[src/rtl/hsServantPkg.sv]
package hsServantPkg;
  typedef enum logic [1:0] {
    ST_IDLE   = 2'd0,
    ST_WINDOW = 2'd1,
    ST_LATE   = 2'd2,
    ST_HOLD   = 2'd3
  } servState_t;

  typedef struct packed {
    logic loadWord;
    logic clearWord;
  } dpStrobe_t;
endpackage

[src/rtl/hsServantCtrl.sv]
module hsServantCtrl
  import hsServantPkg::*;
#(
  parameter int ACCESS = 4
) (
  input  logic      clk,
  input  logic      rstN,
  input  logic      req,
  input  logic      srcValid,
  output logic      srcStart,
  output logic      waitLine,
  output logic      busValid,
  output dpStrobe_t strobe
);
  localparam int CNT_W = (ACCESS > 1) ? $clog2(ACCESS) : 1;
  localparam logic [CNT_W-1:0] LAST = CNT_W'(ACCESS - 1);

  servState_t state, stateNext;
  logic [CNT_W-1:0] winCnt, winCntNext;

  always_comb begin
    stateNext  = state;
    winCntNext = winCnt;
    unique case (state)
      ST_IDLE: begin
        if (req) begin
          stateNext  = ST_WINDOW;
          winCntNext = '0;
        end
      end
      ST_WINDOW: begin
        if (srcValid) begin
          stateNext = ST_HOLD;
        end else if (winCnt == LAST) begin
          stateNext = ST_LATE;
        end else begin
          winCntNext = winCnt + 1'b1;
        end
      end
      ST_LATE: begin
        if (srcValid) stateNext = ST_HOLD;
      end
      ST_HOLD: begin
        if (!req) stateNext = ST_IDLE;
      end
      default: stateNext = ST_IDLE;
    endcase
  end

  always_ff @(posedge clk or negedge rstN) begin
    if (!rstN) begin
      state  <= ST_IDLE;
      winCnt <= '0;
    end else begin
      state  <= stateNext;
      winCnt <= winCntNext;
    end
  end

  assign srcStart        = (state == ST_IDLE) && req;
  assign waitLine        = (state == ST_LATE);
  assign busValid        = (state == ST_HOLD);
  assign strobe.loadWord  = ((state == ST_WINDOW) || (state == ST_LATE)) && srcValid;
  assign strobe.clearWord = (state == ST_HOLD) && !req;
endmodule

[src/rtl/hsServantData.sv]
module hsServantData
  import hsServantPkg::*;
#(
  parameter int DATA_W = 8
) (
  input  logic              clk,
  input  logic              rstN,
  input  dpStrobe_t         strobe,
  input  logic [DATA_W-1:0] srcData,
  output logic [DATA_W-1:0] busData
);
  logic [DATA_W-1:0] wordReg;

  always_ff @(posedge clk or negedge rstN) begin
    if (!rstN) begin
      wordReg <= '0;
    end else if (strobe.clearWord) begin
      wordReg <= '0;
    end else if (strobe.loadWord) begin
      wordReg <= srcData;
    end
  end

  assign busData = wordReg;
endmodule

[src/rtl/hsServant.sv]
module hsServant
  import hsServantPkg::*;
#(
  parameter int DATA_W = 8,
  parameter int ACCESS = 4
) (
  input  logic              clk,
  input  logic              rstN,
  input  logic              req,
  input  logic              srcValid,
  input  logic [DATA_W-1:0] srcData,
  output logic              srcStart,
  output logic              waitLine,
  output logic              busValid,
  output logic [DATA_W-1:0] busData
);
  dpStrobe_t strobe;

  hsServantCtrl #(.ACCESS(ACCESS)) u_ctrl (
    .clk      (clk),
    .rstN     (rstN),
    .req      (req),
    .srcValid (srcValid),
    .srcStart (srcStart),
    .waitLine (waitLine),
    .busValid (busValid),
    .strobe   (strobe)
  );

  hsServantData #(.DATA_W(DATA_W)) u_data (
    .clk     (clk),
    .rstN    (rstN),
    .strobe  (strobe),
    .srcData (srcData),
    .busData (busData)
  );
endmodule

[config.mk]
export PLATFORM = sky130hd
export DESIGN_NAME = hsServant
export DESIGN_NICKNAME = d
export VERILOG_FILES = /design/src/rtl/hsServantPkg.sv /design/src/rtl/hsServantCtrl.sv /design/src/rtl/hsServantData.sv /design/src/rtl/hsServant.sv
export SDC_FILE = /design/constraint.sdc
export NUM_CORES = 1
export LEC_CHECK = 0
export ABC_AREA = 1
export BUFFER_PORTS_ARGS = -buffer_cell sky130_fd_sc_hd__buf_2
export CAP_MARGIN = 10
export CORE_UTILIZATION = 44
export CTS_CLUSTER_DIAMETER = 80
export DETAILED_ROUTE_END_ITERATION = 8
export PLACE_DENSITY_LB_ADDON = 0.1
export SETUP_SLACK_MARGIN = 0.2
export SLEW_MARGIN = 20
export SYNTH_ARGS = -nofsm -noshare
export SYNTH_HDL_FRONTEND = slang
export SYNTH_SLANG_ARGS = --single-unit
[constraint.sdc]
create_clock -name clk -period 1.59 [get_ports clk]
set_input_delay 0.318 -clock clk [delete_from_list [all_inputs] [get_ports clk]]
set_output_delay 0.318 -clock clk [all_outputs]
set_load 0.05 [all_outputs]
* Word-level counts from Yosys, hierarchy flattened *
Index checks and enable logic that the tools add are counted.

cells by class
  add/sub/neg operators = 1
  equality and inequality tests = 10
  mux-type cells = 12
  reduce and logical (&&, ||, !) cells = 10

operator list
  operator             count
  $mux 2               8
  $mux 8               2
  $ne 2x2->1 const B   5
  $pmux 2 s4           1
  $reduce_and 4->1     2
  $eq 2x2->1 const B   3
  $pmux 2 s2           1
  $reduce_bool 2->1    2
  $logic_and 1x1->1    3
  $ne 3x2->1 const B   1
  $add 2x1->2 const B  1
  $eq 2x1->1 const B   1
  $logic_not 2->1      1
  $logic_not 1->1      1
  $logic_or 1x1->1     1

word-level totals
  bits in registers = 12
  input port bits = 12
  output and inout bits = 11
  word-level logic and storage cells = 36

* Longest topological paths before layout *
  depth in word-level cells = 5
  gate-level depth with buffers = 8
  gate-level depth less buffers = 8

* By module *
From an unflattened synthesis, not the netlist that was laid out.

second synthesis, totals
  cells, all modules = 89
  area, all modules = 698.2 µm²

by module, submodules not included
  module         instances  cells an instance  area each (µm²)  sequential area each (µm²)
  hsServantCtrl  1          54                 362.8            100.1
  hsServantData  1          35                 335.3            200.2

* Worst setup path after synthesis *
Ideal clock, no wire load.

  kind = register to register
  start = reg u_ctrl.state[0]
  end = reg u_data.wordReg[2] (netlist: u_data.busData[2])
  arrival time = 1.340 ns
  setup slack = 0.131 ns
  stages on the path, launching flop included = 6
  buffers on the path = 1
  clock period less this slack = 1.459 ns
  path through = dfrtp_1 ha_1 nand2_4 buf_6 nand3_1 nand2_1

on the way
  elaborated cells on any way between the ends = 8

RTL lines
  what                                                RTL line             text
  start, declared                                     hsServantCtrl.sv:18  servState_t state, stateNext;
  start signal, assigned                              hsServantCtrl.sv:55  state <= stateNext;
  $eq 2x2->1 (*)                                      -
  net busValid                                        hsServant.sv:14      output logic busValid,
  $logic_and 1x1->1 (*)                               hsServantCtrl.sv:64  assign strobe.clearWord = (state == ST_HOLD) && !req;
  $mux 8 / $reduce_bool 2->1 (equally long branches)  -
  end signal, assigned                                hsServantData.sv:20  wordReg <= srcData;
  end, declared                                       hsServantData.sv:12  logic [DATA_W-1:0] wordReg;

Mark *: on every way through the listed nets, which the timed path passes. The rest lies on a longest branch.
A chain may end at the register's enable or synchronous reset.

* Final worst setup path *
  start = reg u_ctrl.state[0]
  end = out srcStart

on the way
  longest elaborated chain between the ends = 2

ends and longest elaborated chain
  what               RTL line             text
  $logic_not 2->1    hsServantCtrl.sv:60  assign srcStart = (state == ST_IDLE) && req;
  $logic_and 1x1->1  hsServantCtrl.sv:60
  end, declared      hsServant.sv:12      output logic srcStart,

No other way between the ends.

==> flow_results.org <==
** Floorplan
- The initial utilization of the core area, before any placement, comes to roughly 50%.
- Standard cell core area :: 1366 um^2
- From bottom edge to top edge, the die measures between 40 and 50 um.
- The die is 41.15 um wide.
- During I/O placement, the number of pins put on the boundary was 23.
- In this run the core area contains 13 standard-cell rows.
- Area of the die :: 1693 um^2

** Power and ir drop
- The design draws 2.343 mW.
- Cell Pwr Density :: 2500 nW/um^2
- Maximum vdd drop :: 1.369 mV
- In this run the static leakage power is 0.5416 nW.

** GRT
- After global routing the overflow that remains totals 0.
- The number of antenna violations at the first check in global routing is 0.
- Maximum number of pins on one net before global-route repair :: 18
- Total track usage :: a little under a fifth
- The number of global-route vias before repair is 511.
- Wire length of the first global-routing pass :: 2083 um

** Timing
- Max-slew violation count :: 0
- The hold violation total from the final report came to 0.
- After layout, the minimum clock period comes to 1487 ps.
- Setup repair after global routing missed its margin :: true
- Worst Hold Margin :: 268.5 ps
- Transition time at the pin with the least slew margin :: 273.0 ps
- Peak clock frequency supported by timing :: just under 700 MHz
- Setup slack closes at 102.8 ps.
- In the finished design, the share of the clock period the worst path needs comes to between 90% and 100%.
- Setup violations remaining at the end of the flow were counted as 0.
- Total Negative Setup Slacks :: 0 ps
- For the final database, setup skew stands at 2.733 ps.
- The worst pin sits at a relative slew slack of about four fifths.

** Placed design
- The congestion estimate from routability-driven global placement came to 0.8388.
- Post-placement setup slack :: 182.0 ps
- Placed cell areas :: 797.0 um^2
- The number of placed instances, taps included, is between 100 and 150.
- The count of buffers added on input and output ports is 22.
- Detailed placement HPWL :: 987.7 um

** Layout
- Post-route cell area :: 937.1 um^2
- At the end of the flow the core is filled with cells to roughly two thirds.
- Of the cells placed in the final design, the portion with a size suffix greater than 1 is 43.10%.
- Fill cells :: 117
- Area overhead of the layout relative to synthesis :: 38.96%
- After the last flow step, the layout net total stands at 134.
- Summing all flip-flop and latch instances after layout gives 300.3 um^2.
- The count of cells in the finished layout, fillers not included, comes to 131.
- Number of inserted diodes :: 0
- In the final layout, the multi-input gates occupy around 360 um^2.

** Drt
- The pre-antenna-repair detailed-routing pass consisted of 2 iterations.
- Post-detailed-routing wire length :: 1452 um
- Total DRC errors in the routed layout :: 0
- Via count :: 644
- In this run, the number of DRC markers left after iteration 0 of detailed routing was 6.
- Dividing the detail-routed via count by the number of cells gives 4.916.
- Routed len/inst :: 11.08 um
- The detail route stage leaves a number of antenna-violating nets equal to 0.

** Clocking
- The tree is rooted in a clkbuf_4.
- At the later pin of the worst-skew pair, clock insertion delay measures 270 ps.
- In this run, CTS created clock tree buffers numbering 3.
- CTS built an H-tree with a depth of 1.
- Clock tree from TritonCTS :: yes
- Number of sinks driven by the clock tree :: 12
- Clock-pin slew on the worst setup and hold paths :: about 80 ps
- Clock Path Buffers :: 2

** Run status
- The run finished with clean final reports.

** Worst setup path
- Highest net fanout along the worst path :: 3
- Counting cells, the worst reg-to-reg path comes to 9.
- Crit end category :: primary output
- Critical Path RT :: 1270 ps
- The worst setup path is launched from a flip-flop.
- By startpoint and endpoint, the worst setup path is classified as reg -> out.
- For the worst setup path, the data arrival time is 1170 ps.

** Yosys
- Yosys mapped the design onto 13 distinct sky130hd cell types.
- Count of warnings emitted by yosys :: 0
- Dividing the synthesized area by the synthesized cell count gives 7.934 um^2.
- Register bit count reported by yosys :: 12
- The number of nets handed over by synthesis was around 100.
- Counting every instance in the synthesized netlist gives 85.
- Summing every instance area after synthesis gives 674.4 um^2.
- Proportion of synthesized chip area in sequential cells :: 44.53%

** Hold path
- Counting instances, the worst hold path has a depth of 3.
- The tightest min-delay check is of the in -> reg type.

** Flow run
- Max-capacitance violation count :: 0
-- Yosys cell counts --
cell type / n / share of area, %
nand3_1: 21 / 16
dfrtp_1: 12 / 45
nand3b_1: 1 / 1.1
nand2_2: 2 / 1.9
buf_6: 1 / 1.7
nand2_1: 26 / 14
nor2_2: 2 / 1.9
inv_1: 7 / 3.9
nor2_1: 2 / 1.1
nand2_4: 1 / 1.7
o21ai_1: 1 / 0.74
ha_1: 5 / 9.3
inv_2: 4 / 2.2
-- final timing paths --
path,endpoint,from,slack [ps]
min in group asynchronous,u_ctrl.winCnt[1],rstN,450
worst max register to register,u_ctrl.winCnt[0],u_ctrl.state[1],250
worst min register to register,u_ctrl.winCnt[1],u_ctrl.winCnt[1],500
worst min-delay path,u_data.busData[5],srcData[5],270
worst max-delay path,srcStart,u_ctrl.state[0],100
max in group asynchronous,u_data.busData[6],rstN,920
-- state kept, by name, summed over array words and instances (netlist names) --
name and cells:
u_data.busData 8, u_ctrl.state 2, u_ctrl.winCnt 2
-- cell families (layout without fill, tap and decap cells) --
logic type	after synthesis	in the layout	share of synthesized area, %
compound gates	1	1	0.7414
fa+ha+maj	5	5	9.276
buf+inv	12	43	7.792
flops	12	12	44.53
simple gates	55	55	37.66
-- what timing repair did --
item / 4_1_cts / 5_1_grt
endpoints found under the hold margin: 12 / 0
gates cloned: 0 / 0
hold buffers: 1 / 0
setup buffers: 5 / 0
setup endpoints to repair: 11 / 7
pin swaps: 1 / 2
resized for setup: 10 / 7
-- layout by cell type (no fill, tap or decap) --
cell type	Yosys	routed
inv_2	4	7
inv_1	7	4
ha_1	5	1
nand2_1	26	24
clkbuf_8	0	1
nand2_4	1	1
o21ai_2	0	1
ha_2	0	2
nand3b_1	1	1
clkbuf_4	0	3
buf_2	0	19
dfrtp_1	12	12
buf_8	0	1
dlygate4sd3_1	0	1
nor2_1	2	2
nand2_2	2	4
nor2_2	2	2
buf_4	0	5
nand3_1	21	21
buf_6	1	2
ha_4	0	2
-- power breakdown --
part | switching, mW | total, mW | leakage [nW] | internal, mW
combinational | 1.02 | 1.55 | 0.370 | 0.529
clock | 0.107 | 0.246 | 0.0210 | 0.139
sequential | 0.0941 | 0.547 | 0.151 | 0.452
total | 1.22 | 2.34 | 0.542 | 1.12
-- worst max-delay path, stage by stage (launching register included) --
cell	delay [ps]
dfrtp_1	420
inv_2	110
ha_4	150
nand2_2	40
inv_2	50
buf_8	130
-- layout make-up --
class                      instances  share of cell area [%]
tap                               15                   2.003
timing repair buffer              28                   19.23
clock buffer                       4                   3.872
sequential                        12                   32.04
inverter                          11                   4.406
multi-input combinational         61                   38.45
-- metal layers --
metal  part of all wire (%)  vias up  GRT usage [%]
met5                      0        -              0
met4                    1.6        0          7.258
met3                    4.1        4          3.261
met2                     47       13          29.69
met1                     48      293          25.25
li1                       -      334              -
No activity file was read; power rests on OpenSTA's default activity.
